[src/rtl/tf_list_seq.sv]
module tf_list_seq #(
  parameter int AW = 12
) (
  input  logic          clk,
  input  logic          rst_n,
  input  logic          start,
  input  logic [AW-1:0] base_addr,
  output logic          mem_rd,
  output logic [AW-1:0] mem_addr,
  input  logic [7:0]    mem_rdata,
  output logic          reg_wr,
  output logic [4:0]    reg_addr,
  output logic [7:0]    reg_data,
  output logic          dp_req,
  output logic [31:0]   dp_ptr,
  output logic          resp_we,
  output logic [AW-1:0] resp_addr,
  output logic [7:0]    resp_data,
  output logic          done,
  output logic          irq
);
  localparam int IW = 12;
  localparam logic [7:0] CODE_OK   = 8'h01;
  localparam logic [7:0] CODE_INV  = 8'h02;
  localparam logic [7:0] CODE_OVER = 8'h04;

  typedef enum logic [1:0] {S_IDLE, S_RD, S_CAP, S_FIN} st_t;
  st_t state;

  logic [IW-1:0] idx;
  logic [AW-1:0] base_q;
  logic [7:0]    ctrl, len, val, code;
  logic [31:0]   sg;
  logic [IW-1:0] limit;
  logic          wr_slot;

  assign limit = ({4'b0, len} + IW'(2)) << 3;

  always_ff @(posedge clk) begin
    if (!rst_n) begin
      state  <= S_IDLE;
      idx    <= '0;
      base_q <= '0;
      ctrl   <= '0;
      len    <= '0;
      val    <= '0;
      code   <= '0;
      sg     <= '0;
    end else begin
      case (state)
        S_IDLE: if (start) begin
          base_q <= base_addr;
          idx    <= IW'(2);
          state  <= S_RD;
        end
        S_RD: state <= S_CAP;
        S_CAP: begin
          state <= S_RD;
          if (idx == IW'(2)) begin
            ctrl <= mem_rdata;
            idx  <= IW'(3);
            if (!mem_rdata[0]) begin
              code  <= CODE_INV;
              state <= S_FIN;
            end
          end else if (idx == IW'(3)) begin
            len <= mem_rdata;
            idx <= IW'(8);
          end else if (idx < IW'(16)) begin
            sg <= {mem_rdata, sg[31:8]};
            if (idx == IW'(11)) begin
              idx <= IW'(16);
              if (len == 8'd0) begin
                code  <= CODE_OVER;
                state <= S_FIN;
              end
            end else begin
              idx <= idx + IW'(1);
            end
          end else if (!idx[0]) begin
            val <= mem_rdata;
            idx <= idx + IW'(1);
          end else if (mem_rdata[7]) begin
            code  <= CODE_OK;
            state <= S_FIN;
          end else if (idx + IW'(1) >= limit) begin
            code  <= CODE_OVER;
            state <= S_FIN;
          end else begin
            idx <= idx + IW'(1);
          end
        end
        default: state <= S_IDLE;
      endcase
    end
  end

  assign mem_rd    = (state == S_RD);
  assign mem_addr  = base_q + AW'(idx);
  assign wr_slot   = (state == S_CAP) && (idx >= IW'(16)) && idx[0];
  assign reg_wr    = wr_slot && !mem_rdata[5];
  assign reg_addr  = mem_rdata[4:0];
  assign reg_data  = val;
  assign done      = (state == S_FIN);
  assign resp_we   = done;
  assign resp_addr = base_q;
  assign resp_data = code;
  assign dp_req    = done && (code == CODE_OK) && ctrl[2];
  assign dp_ptr    = sg;
  assign irq       = done && ctrl[3];


  valid_only_chk: assert property (@(posedge clk) disable iff (!rst_n)
    reg_wr |-> ctrl[0]);

  wr_after_rd_chk: assert property (@(posedge clk) disable iff (!rst_n)
    reg_wr |-> $past(mem_rd));

  done_after_cap_chk: assert property (@(posedge clk) disable iff (!rst_n)
    done |-> $past(state) == S_CAP);

  dp_no_wr_chk: assert property (@(posedge clk) disable iff (!rst_n)
    dp_req |-> (!reg_wr && done));

  quiet_after_done_chk: assert property (@(posedge clk) disable iff (!rst_n)
    done |=> (!reg_wr && !mem_rd && !done));

  hold_base_chk: assert property (@(posedge clk) disable iff (!rst_n)
    (start && state != S_IDLE) |=> $stable(base_q));
endmodule

[config.mk]
export PLATFORM = sky130hd
export DESIGN_NAME = tf_list_seq
export DESIGN_NICKNAME = d
export VERILOG_FILES = /design/src/rtl/tf_list_seq.sv
export SDC_FILE = /design/constraint.sdc
export NUM_CORES = 1
export LEC_CHECK = 0
export BUFFER_PORTS_ARGS = -buffer_cell sky130_fd_sc_hd__buf_2
export CAP_MARGIN = 5
export CORE_MARGIN = 2
export CORE_UTILIZATION = 50
export DETAILED_ROUTE_END_ITERATION = 8
export PLACE_DENSITY = 0.77
export SETUP_SLACK_MARGIN = 0.05
export SLEW_MARGIN = 15
export SYNTH_ARGS = -nofsm -noshare
export SYNTH_HDL_FRONTEND = slang
export SYNTH_SLANG_ARGS = --single-unit
[constraint.sdc]
create_clock -name clk -period 9.4 [get_ports clk]
set_input_delay 0.94 -clock clk [delete_from_list [all_inputs] [get_ports clk]]
set_output_delay 0.94 -clock clk [all_outputs]
set_load 0.05 [all_outputs]
==> results_dict.tcl <==
set metrics [dict create \
    mostFrequentLayoutCells "nand2_1 (104), buf_2 (100), dfxtp_1 (79)" \
    r2r_setup_slack_ns 5.83 \
    fmax_mhz 254 \
    peakVddDrop_uv 72.8 \
    final_nets 670 \
    r2r_start "idx[0]$_SDFFE_PN0P_" \
    cts_max_level 3 \
    drive_above_1_share_pct 20.7 \
    clockBufferDepth 2 \
    worst_pin_slew_ns 1.11 \
    yosysUniqueCellTypes 53 \
    gp_congestion 0.919 \
    hold_depth 2 \
    synthCells 543 \
    drc 0 \
    ys.warnings.count 0 \
    arrival_ns 2.99 \
    p_total_uw 728 \
    r2r-end "idx[1]$_SDFFE_PN0P_" \
    fin_skew_ns 0.0136 \
    viasPerCell 5.81 \
    hold_path.class "reg2reg" \
    fp.dieH_um 97.4 \
    total_leakage_power_uw 0.00223 \
    min_period_over_period_pct 41.8 \
    startpoint_type "register" \
    clk_pin_slew_ns 0.09 \
    fin_area_sq_um 5040 \
    seq_area_frac_synth_pct 36.3 \
    antenna_found_initial 0 \
    required_ns 8.46 \
    slew_headroom_pct 25.6 \
    antenna_left 0 \
    num_vias 4271 \
    synthArstFlopShare_pct 0 \
    synthFlopType "dfxtp_1" \
    cts-resized-gates 0 \
    grt_pass1_wl_um 18700 \
    layout_commonest_cell "nand2_1" \
    root_buffer "clkbuf_8" \
    final_max_slew_viol_count 0 \
    die-area_sq_um 9480 \
    diodes 0 \
    cts_buffers 9 \
    cellPowerDensity_nw_per_um2 145 \
    crit_type "reg2out" \
    setup_violations 0 \
    io_pins 106 \
    setup_tns_ns 0 \
    cts_hold_buf 0 \
    fin_util_pct 58.6 \
    period_minus_slack_ns 3.93 \
    syn_avg_cell_area_sq_um 8.03 \
    stdcell_count 735 \
    cp_max_fo 17 \
    grt_pass1_vias 3761 \
    cts_tree "built" \
    fp-row-count 34 \
    initial_core_util_pct 50.7 \
    firstDrtPassIters 5 \
    holdPathEnd "dp_ptr[3]$_SDFFE_PN0P_" \
    core_sq_um 8590 \
    synth-seq-cells 79 \
    hold_violations 0 \
    cp-end-kind "output pin" \
    rsz0062_at_grt "no" \
    clock_latency_ns 0.36 \
    place_inst 719 \
    fillers 810 \
    grt_max_degree 69 \
    track_usage_pct 23.9 \
    cap_violations 0 \
    outcome "finished clean" \
    wl_um 11400 \
    min-delay-start "dp_ptr[3]$_SDFFE_PN0P_" \
    grt-ovfl-total 0 \
    cts.sinks 79 \
    area_growth_pct 15.5 \
    post-dp-hpwl_um 8250 \
    die_w_um 97.4 \
    port_buffers 100 \
    drtIter0Drc 388 \
    dpl_cell_area_sq_um 4830 \
    wl_per_cell_um 15.5 \
    worstRegToRegCells 11 \
    synth_edf_count 0 \
    cts_setup_buffers 0 \
    syn_area_sq_um 4360 \
]
-- critical path: stages (launching register included) --
cell and delay [ns]:
dfxtp_1 0.76, ha_1 0.39, o21ai_0 0.12, o21ai_0 0.15, a2111oi_0 0.56, nor2_1 0.15
a211oi_1 0.21, buf_2 0.29
-- cell usage after synthesis (all sizes together) (2+ instances only) --
library cell / instances / area (sq um)
dfxtp: 79 / 1580
ha: 24 / 300
nand3: 23 / 115
o311a: 2 / 20.0
o21a: 4 / 30.0
clkbuf: 20 / 76.3
a211oi: 8 / 60.1
and2: 5 / 31.3
xnor2: 11 / 96.3
or2: 3 / 21.3
o21ai: 12 / 60.1
xor2: 11 / 96.3
nor2b: 9 / 56.3
mux2i: 18 / 180
or3: 4 / 25.0
a21o: 2 / 15.0
o31ai: 2 / 15.0
nand2: 104 / 390
inv: 10 / 37.5
a311o: 2 / 20.0
a21oi: 57 / 289
or4: 3 / 22.5
a41oi: 2 / 17.5
nor4: 11 / 114
nor3: 15 / 80.1
buf: 18 / 128
and3: 8 / 50.1
nor2: 42 / 158
o21bai: 3 / 22.5
nand4: 11 / 68.8
a32o: 2 / 22.5
o211ai: 5 / 37.5
-- routing by layer --
metal / share of wire (%) / global-route usage, %
met1: 45 / 33.7
met3: 7.1 / 4.32
met2: 46 / 37.7
met4: 1.4 / 6.73
met5: 0 / 0
-- where the power goes --
part,internal [uW],switching (uW)
registers,341,6.95
clock network,129,144
logic,25.8,81.6
total,496,233
-- cell type report --
type / instances / area (sq um) / area share (%)
clock buffers: 9 / 124 / 2.46
clock inverters: 7 / 86.3 / 1.71
inverters: 10 / 37.5 / 0.745
multi-input cells: 420 / 2560 / 50.8
flip-flops and latches: 79 / 1580 / 31.4
well taps: 108 / 135 / 2.68
repair buffers: 102 / 515 / 10.2
-- flip-flops by register name (all words and copies together), names as in the netlist --
name / cells
idx: 12
reg_data: 8
resp_data: 3
ctrl: 2
dp_ptr: 32
state: 2
resp_addr: 12
len: 8
-- cell families after synthesis --
| logic type | count (synthesis) | share of synthesized area [%] |
|---|---|---|
| buf+inv | 48 | 5.54 |
| simple gates | 242 | 26.7 |
| xor+xnor | 22 | 4.42 |
| compound gates | 108 | 15.5 |
| other cells | 1 | 0.0860 |
| mux | 18 | 4.13 |
| fa+ha+maj | 25 | 7.35 |
| flops | 79 | 36.3 |
-- stage by stage --
stage / setup slack (ns) / hold WS, ns
2_1_floorplan: 5.32 / 0.455
3_3_place_gp: 5.90 / 0.440
3_5_place_dp: 5.84 / 0.446
4_1_cts: 5.47 / 0.457
5_1_grt: 5.26 / 0.478
6_report: 5.47 / 0.455
-- how the worst max path moves through the flow --
stage	startpoint	end	slack (ns)
floorplan	resp_addr[1]$_SDFFE_PN0P_	mem_addr[11]	5.32
global placement	idx[3]$_SDFFE_PN0P_	mem_addr[11]	5.90
detailed placement	idx[3]$_SDFFE_PN0P_	mem_addr[11]	5.84
CTS	idx[3]$_SDFFE_PN0P_	mem_addr[11]	5.47
global route	idx[3]$_SDFFE_PN0P_	mem_addr[11]	5.26
finish	idx[3]$_SDFFE_PN0P_	mem_addr[11]	5.47
(Power assumes the default switching activity.)
